--- src/rtl/lutPkg.sv ---
package lutPkg;

  // Strobes from control to datapath
  typedef struct packed {
    logic cfgLoad;   // capture configuration this edge
    logic regClear;  // clear output flip-flops this edge
  } lutStrobes_t;

endpackage

--- src/rtl/lutCtrl.sv ---
module lutCtrl
  import lutPkg::*;
(
  input  logic        rst,
  input  logic        cfgEn,
  output lutStrobes_t strobes
);

  always_comb begin
    strobes          = '0;
    strobes.cfgLoad  = cfgEn;
    strobes.regClear = rst;
  end

endmodule

--- src/rtl/lutDatapath.sv ---
module lutDatapath
  import lutPkg::*;
#(
  parameter int ADDR_W = 3,
  parameter int OUT_W  = 2
) (
  input  logic                            clk,
  input  logic                            rst,
  input  lutStrobes_t                     strobes,
  input  logic [(1<<ADDR_W)*OUT_W-1:0]    cfgTableIn,
  input  logic [OUT_W-1:0]                cfgSelIn,
  input  logic [ADDR_W-1:0]               lutIn,
  output logic [OUT_W-1:0]                blockOut
);

  localparam int DEPTH = 1 << ADDR_W;

  logic [DEPTH-1:0][OUT_W-1:0] tableMem;
  logic [OUT_W-1:0]            selMem;
  logic [OUT_W-1:0]            lutWord;
  logic [OUT_W-1:0]            regQ;

  // Configuration storage, written only on a load strobe
  always_ff @(posedge clk) begin
    if (strobes.cfgLoad) begin
      tableMem <= cfgTableIn;
      selMem   <= cfgSelIn;
    end
  end

  // Combinational lookup
  assign lutWord = tableMem[lutIn];

  // Output flip-flops
  always_ff @(posedge clk) begin
    if (strobes.regClear) regQ <= '0;
    else                  regQ <= lutWord;
  end

  // Per-output path select
  for (genvar i = 0; i < OUT_W; i++) begin : gOutMux
    assign blockOut[i] = selMem[i] ? regQ[i] : lutWord[i];
  end

  AST_CFG_HOLD: assert property (@(posedge clk) disable iff (rst)
    !strobes.cfgLoad |=> ($stable(tableMem) && $stable(selMem)));

  AST_CFG_TAKE: assert property (@(posedge clk) disable iff (rst)
    strobes.cfgLoad |=> (tableMem == $past(cfgTableIn)));

  AST_REG_CLEAR: assert property (@(posedge clk)
    strobes.regClear |=> (regQ == '0));

  AST_REG_FOLLOW: assert property (@(posedge clk) disable iff (rst)
    !strobes.regClear |=> (regQ == $past(lutWord)));

endmodule

--- src/rtl/cfgLutCell.sv ---
module cfgLutCell
  import lutPkg::*;
#(
  parameter int ADDR_W = 3,
  parameter int OUT_W  = 2
) (
  input  logic                          clk,
  input  logic                          rst,
  input  logic                          cfgEn,
  input  logic [(1<<ADDR_W)*OUT_W-1:0]  cfgTable,
  input  logic [OUT_W-1:0]              cfgRegSel,
  input  logic [ADDR_W-1:0]             lutIn,
  output logic [OUT_W-1:0]              blockOut
);

  lutStrobes_t strobes;

  lutCtrl uCtrl (
    .rst     (rst),
    .cfgEn   (cfgEn),
    .strobes (strobes)
  );

  lutDatapath #(
    .ADDR_W (ADDR_W),
    .OUT_W  (OUT_W)
  ) uDp (
    .clk        (clk),
    .rst        (rst),
    .strobes    (strobes),
    .cfgTableIn (cfgTable),
    .cfgSelIn   (cfgRegSel),
    .lutIn      (lutIn),
    .blockOut   (blockOut)
  );

endmodule

--- config.mk ---
export PLATFORM = sky130hd
export DESIGN_NAME = cfgLutCell
export DESIGN_NICKNAME = d
export VERILOG_FILES = /design/src/rtl/lutPkg.sv /design/src/rtl/lutCtrl.sv /design/src/rtl/lutDatapath.sv /design/src/rtl/cfgLutCell.sv
export SDC_FILE = /design/constraint.sdc
export NUM_CORES = 1
export LEC_CHECK = 0
export BUFFER_PORTS_ARGS = -buffer_cell sky130_fd_sc_hd__buf_2
export CAP_MARGIN = 20
export CORE_MARGIN = 3
export CORE_UTILIZATION = 30
export CTS_CLUSTER_DIAMETER = 200
export DETAILED_ROUTE_END_ITERATION = 10
export PLACE_DENSITY = 0.48
export SKIP_CTS_REPAIR_TIMING = 1
export SLEW_MARGIN = 5
export SYNTH_ARGS = -nofsm -noshare
export SYNTH_HDL_FRONTEND = slang
export SYNTH_SLANG_ARGS = --single-unit
--- constraint.sdc ---
create_clock -name clk -period 1.5 [get_ports clk]
set_input_delay 0.225 -clock clk [delete_from_list [all_inputs] [get_ports clk]]
set_output_delay 0.225 -clock clk [all_outputs]
set_load 0.02 [all_outputs]
### Word level (Yosys, flattened, before mapping)

Index checks and enable logic that the tools add are counted.

| operators by class | value |
|---|---|
| $lt $le $gt $ge | 1 |
| mux-type cells | 4 |

Operators by type and width:

| operator | count |
|---|---|
| $bmux W2 S3 | 1 |
| $lt A3 B4 Y1 const B | 1 |
| $mux W1 | 2 |
| $mux W2 | 1 |

| word-level totals | value |
|---|---|
| output and inout bits | 2 |
| bits in registers | 20 |
| bits of input ports | 24 |

### Logic depth before layout (Yosys ltp)

| depth | value |
|---|---|
| word-level depth | 3 |
| mapped depth | 4 |

### Modules after synthesis

Synthesis repeated with hierarchy kept, for this count alone.

| unflattened totals | value |
|---|---|
| cells, all modules | 46 |
| area, all modules | 829.5 sq um |

By module, submodules not included:

| module | cells each | area each (sq um) | times used |
|---|---|---|---|
| lutDatapath | 44 | 814.5 | 1 |
| lutCtrl | 2 | 15.0 | 1 |

### Least setup slack after synthesis

No wires, ideal clock.

| timing path | value |
|---|---|
| path type | input -> output |
| from | input port lutIn[0] |
| to | output port blockOut[1] |
| setup slack | 0.125 ns |
| required time | 1.275 ns |
| buffers on the path | 1 |
| cell stages on the path | 4 |
| arrival | 1.150 ns |
| cells stage by stage | buf_6 -> and2b_1 -> a211oi_2 -> o41ai_2 |

| between the ends | value |
|---|---|
| word-level cells in the longest chain between the ends | 3 |

RTL lines:

| item | line | RTL |
|---|---|---|
| from (decl) | cfgLutCell.sv:12 | `input logic [ADDR_W-1:0] lutIn,` |
| $bmux W2 S3 | lutDatapath.sv:32 | `assign lutWord = tableMem[lutIn];` |
| $mux W2 (not written as such) | lutDatapath.sv:32 |  |
| $mux W1 | lutDatapath.sv:42 | `assign blockOut[i] = selMem[i] ? regQ[i] : lutWord[i];` |
| to (decl) | cfgLutCell.sv:13 | `output logic [OUT_W-1:0] blockOut` |

Every way passes these cells. The select of a mux whose other input is x is not followed.

### Worst setup path after layout

| timing path | value |
|---|---|
| from | register uDp.tableMem[2] in the netlist's numbering |
| to | output port blockOut[0] |

| between the ends | value |
|---|---|
| word-level cells in the longest chain between the ends | 3 |

RTL lines:

| item | line | RTL |
|---|---|---|
| from (decl) | lutDatapath.sv:18 | `logic [DEPTH-1:0][OUT_W-1:0] tableMem;` |
| from (signal assigned) | lutDatapath.sv:26 | `tableMem <= cfgTableIn;` |
| $bmux W2 S3 | lutDatapath.sv:32 |  |
| $mux W2 (not written as such) | lutDatapath.sv:32 |  |
| $mux W1 | lutDatapath.sv:42 |  |

Every way passes these cells. The select of a mux whose other input is x is not followed.

==> results.md <==
- R2r worst-path depth: 3
- Yosys cell types: 15
- Avg Vias per Cell: approximately 4.6
- Worst EP required: about 1.3 ns
- Cell Area, Synth: between 800 and 900 sq um
- Combinational share of power: 0.152
- Slowest CP cell: edfxtp_1
- # port buffers: 25
- CTS tree: done
- Chip Height: 57.9 um
- Synth top area share: 0.668
- Switching Fraction: 0.239
- Core area: roughly 0.0025 sq mm
- Sequential cell area fraction in the yosys report: 0.717
- WP data arrival: approximately 1.5 ns
- CTS clock-pin slew for the worst setup and hold paths: roughly 0.12 ns
- Drt initial violations: 16
- Main flop type after synthesis: edfxtp_1
- Routability Congestion: around 0.69
- Clock buffer count from CTS: 3
- Cell area power density: 1000 mW/mm^2
- P&R area growth vs syn: 35.9%
- Syn_nets: 68
- Total power: 0.00110 W
- Vias: between 500 and 600
- Max Freq: ~0.58 GHz
- MaxCap Viol Count: 0
- Total wire length: around 1500 um
- Final period utilization: 1.16
- CP endpoint kind: output port
- Synth Instances: 44
- Leak Pwr: between 0.4 and 0.5 nW
- Top-count cell post-synth: edfxtp_1
- Top post-synthesis cells by count: edfxtp_1 (18), mux2_1 (4), nand2_1 (3), nor2b_1 (3)
- Row count: 18
- Die width: around 58 um
- Share of post-route cells with drive strength above 1: 0.590
- Worst-Skew Late Latency: around 0.30 ns
- Top cells by area, synth: edfxtp_1 (67%), mux2_1 (5.6%), dfxtp_1 (4.9%)
- Fin. max-slew vios: 0
- Synth Register Bits: 20
- Vias in the first global route: 522
- Dpl hpwl: approximately 1100 um
- Largest area contributor in the netlist: edfxtp_1
- Failing checks: negative setup slack
- # DRC: 0
- Congestion Overflow GR: 0
- Crit path depth: 4
- Number of I/O pins: 26
- Clock sinks: 20
- Run status: finished, violations left
- NetSw: about 0.00026 W
- Buf+Inv Stages, Crit Path: 2
- Sequential power share: 0.610
- WL/cell: 14.3 um
- Worst hold stages: 1
- Setup TNS Final: -0.391 ns
- CP top delay family: flip-flops
- Startpoint Class: flop
- Fin nets: between 100 and 150
- Initial antenna violation count: 0
- Max incr delay on CP: about 0.43 ns
- Layout Skew: roughly 0.011 ns
- Initial DRT Pass Iterations: 4
- Die area: between 0.003 and 0.004 sq mm
- First-pass GRT wire length: 2330 um
- Worst-path cell chain: a2111oi_4 > buf_4 > o41ai_4 > buf_4
- Ant diodes: 0
- Post-synth EDFFs: 18
- Async set-reset flop share out of synthesis: 0
- Largest net degree at the start of global routing: 19
- Slew HR: 0.733
- Fillers: roughly 260
- RSZ-0062 raised after global routing: true
- Initial core utilization: 0.321
- CP max FO: 2
- Worst setup margin: -0.237 ns
- Antenna-violating nets left: 0
- CTS Root Buffer Type: clkbuf_4
- P_int: about 0.00084 W
- Clock share of power: 0.238
- Warnings, synthesis: 0
- Synthesized area per cell: 18.4 sq um
- Post-route minimum period: roughly 1.7 ns
- Final setup viols: 2
- Clock Path Buffers: 2
- Final hold vios: 0
- Worst-Margin Slew: approximately 0.4 ns
- Min-delay worst type: input pin to flop
- Fin util: 0.436
- H-tree levels: 1
- Total track usage: 0.0931
- Max VDD drop: between 0.0005 and 0.0006 V
- Most common cell on crit path: buf_4
- Worst Setup Path Type: flop to output port
power by group through the flow:
stage	registers, W	clock network, W	logic, W
CTS	0.000671	0.000274	0.000134
finish	0.000673	0.000263	0.000168
global route	0.000678	0.000291	0.000180
floorplan	0.000678	0	0.0000683
detailed placement	0.000684	0	0.000133
global placement	0.000684	0	0.000130
layer usage:
layer / up-vias / wire, um / global-route usage / part of all wire
li1: 246 / - / - / -
met1: 239 / 724 / 0.125 / 0.47
met2: 16 / 706 / 0.135 / 0.46
met3: 0 / 109 / 0.0267 / 0.071
met4: 0 / 0 / 0.0497 / 0
met5: - / 0 / 0 / 0
placed cells by master, fill, tap and decap left out, types with 2 or more instances in the layout:
master and n:
edfxtp_1 18, dfxtp_1 2, clkbuf_4 3, nand2_1 3, nor4_1 2, mux2_1 2, a2111oi_4 2, buf_4 7
buf_2 24, o22ai_4 2
worst register-to-register path, delay by kind of cell, from the launching register on:
family                 cells  cell delay [ns]
flip-flops                 1             0.43
AO/OA/AOI/OAI              1             0.41
buffers and inverters      1             0.17
AND/OR/NAND/NOR            1             0.04
cell families (layout without fill, tap and decap cells):
| group | after synthesis | after routing | synth area share |
|---|---|---|---|
| buf+inv | 1 | 35 | 0.0139 |
| simple gates | 11 | 11 | 0.0804 |
| flops | 20 | 20 | 0.717 |
| compound gates | 8 | 8 | 0.133 |
| mux | 4 | 4 | 0.0556 |
cell type report:
class | instances | area, sq um | share of cell area
Clock buffer | 3 | 22.5 | 0.0205
Timing Repair Buffer | 31 | 173 | 0.157
Sequential cell | 20 | 581 | 0.528
Clock inverter | 1 | 3.75 | 0.00341
Multi-Input combinational cell | 23 | 283 | 0.257
Tap cell | 30 | 37.5 | 0.0341
through the flow:
step	hold slack, ns	std cells	worst slack [ns]	area [sq um]
floorplan	0.304	44	0.125	810
global placement	0.403	103	-0.0547	998
detailed placement	0.403	103	-0.0825	998
CTS	0.0762	107	-0.380	1020
global route	0.0668	108	-0.296	1100
finish	0.0880	108	-0.237	1100
flip-flops by register name (all words and copies together), names as in the netlist:
register and flops:
uDp.regQ 2, uDp.tableMem 16, uDp.selMem 2
final timing paths:
path,from,to,slack [ns]
setup / recovery,uDp.tableMem[2],blockOut[0],-0.24
hold / removal,cfgTable[10],uDp.tableMem[10],0.09
hold reg to reg,uDp.tableMem[7],uDp.regQ[1],0.79
setup reg to reg,uDp.tableMem[3],uDp.regQ[1],0.35
(Power assumes the default switching activity.)
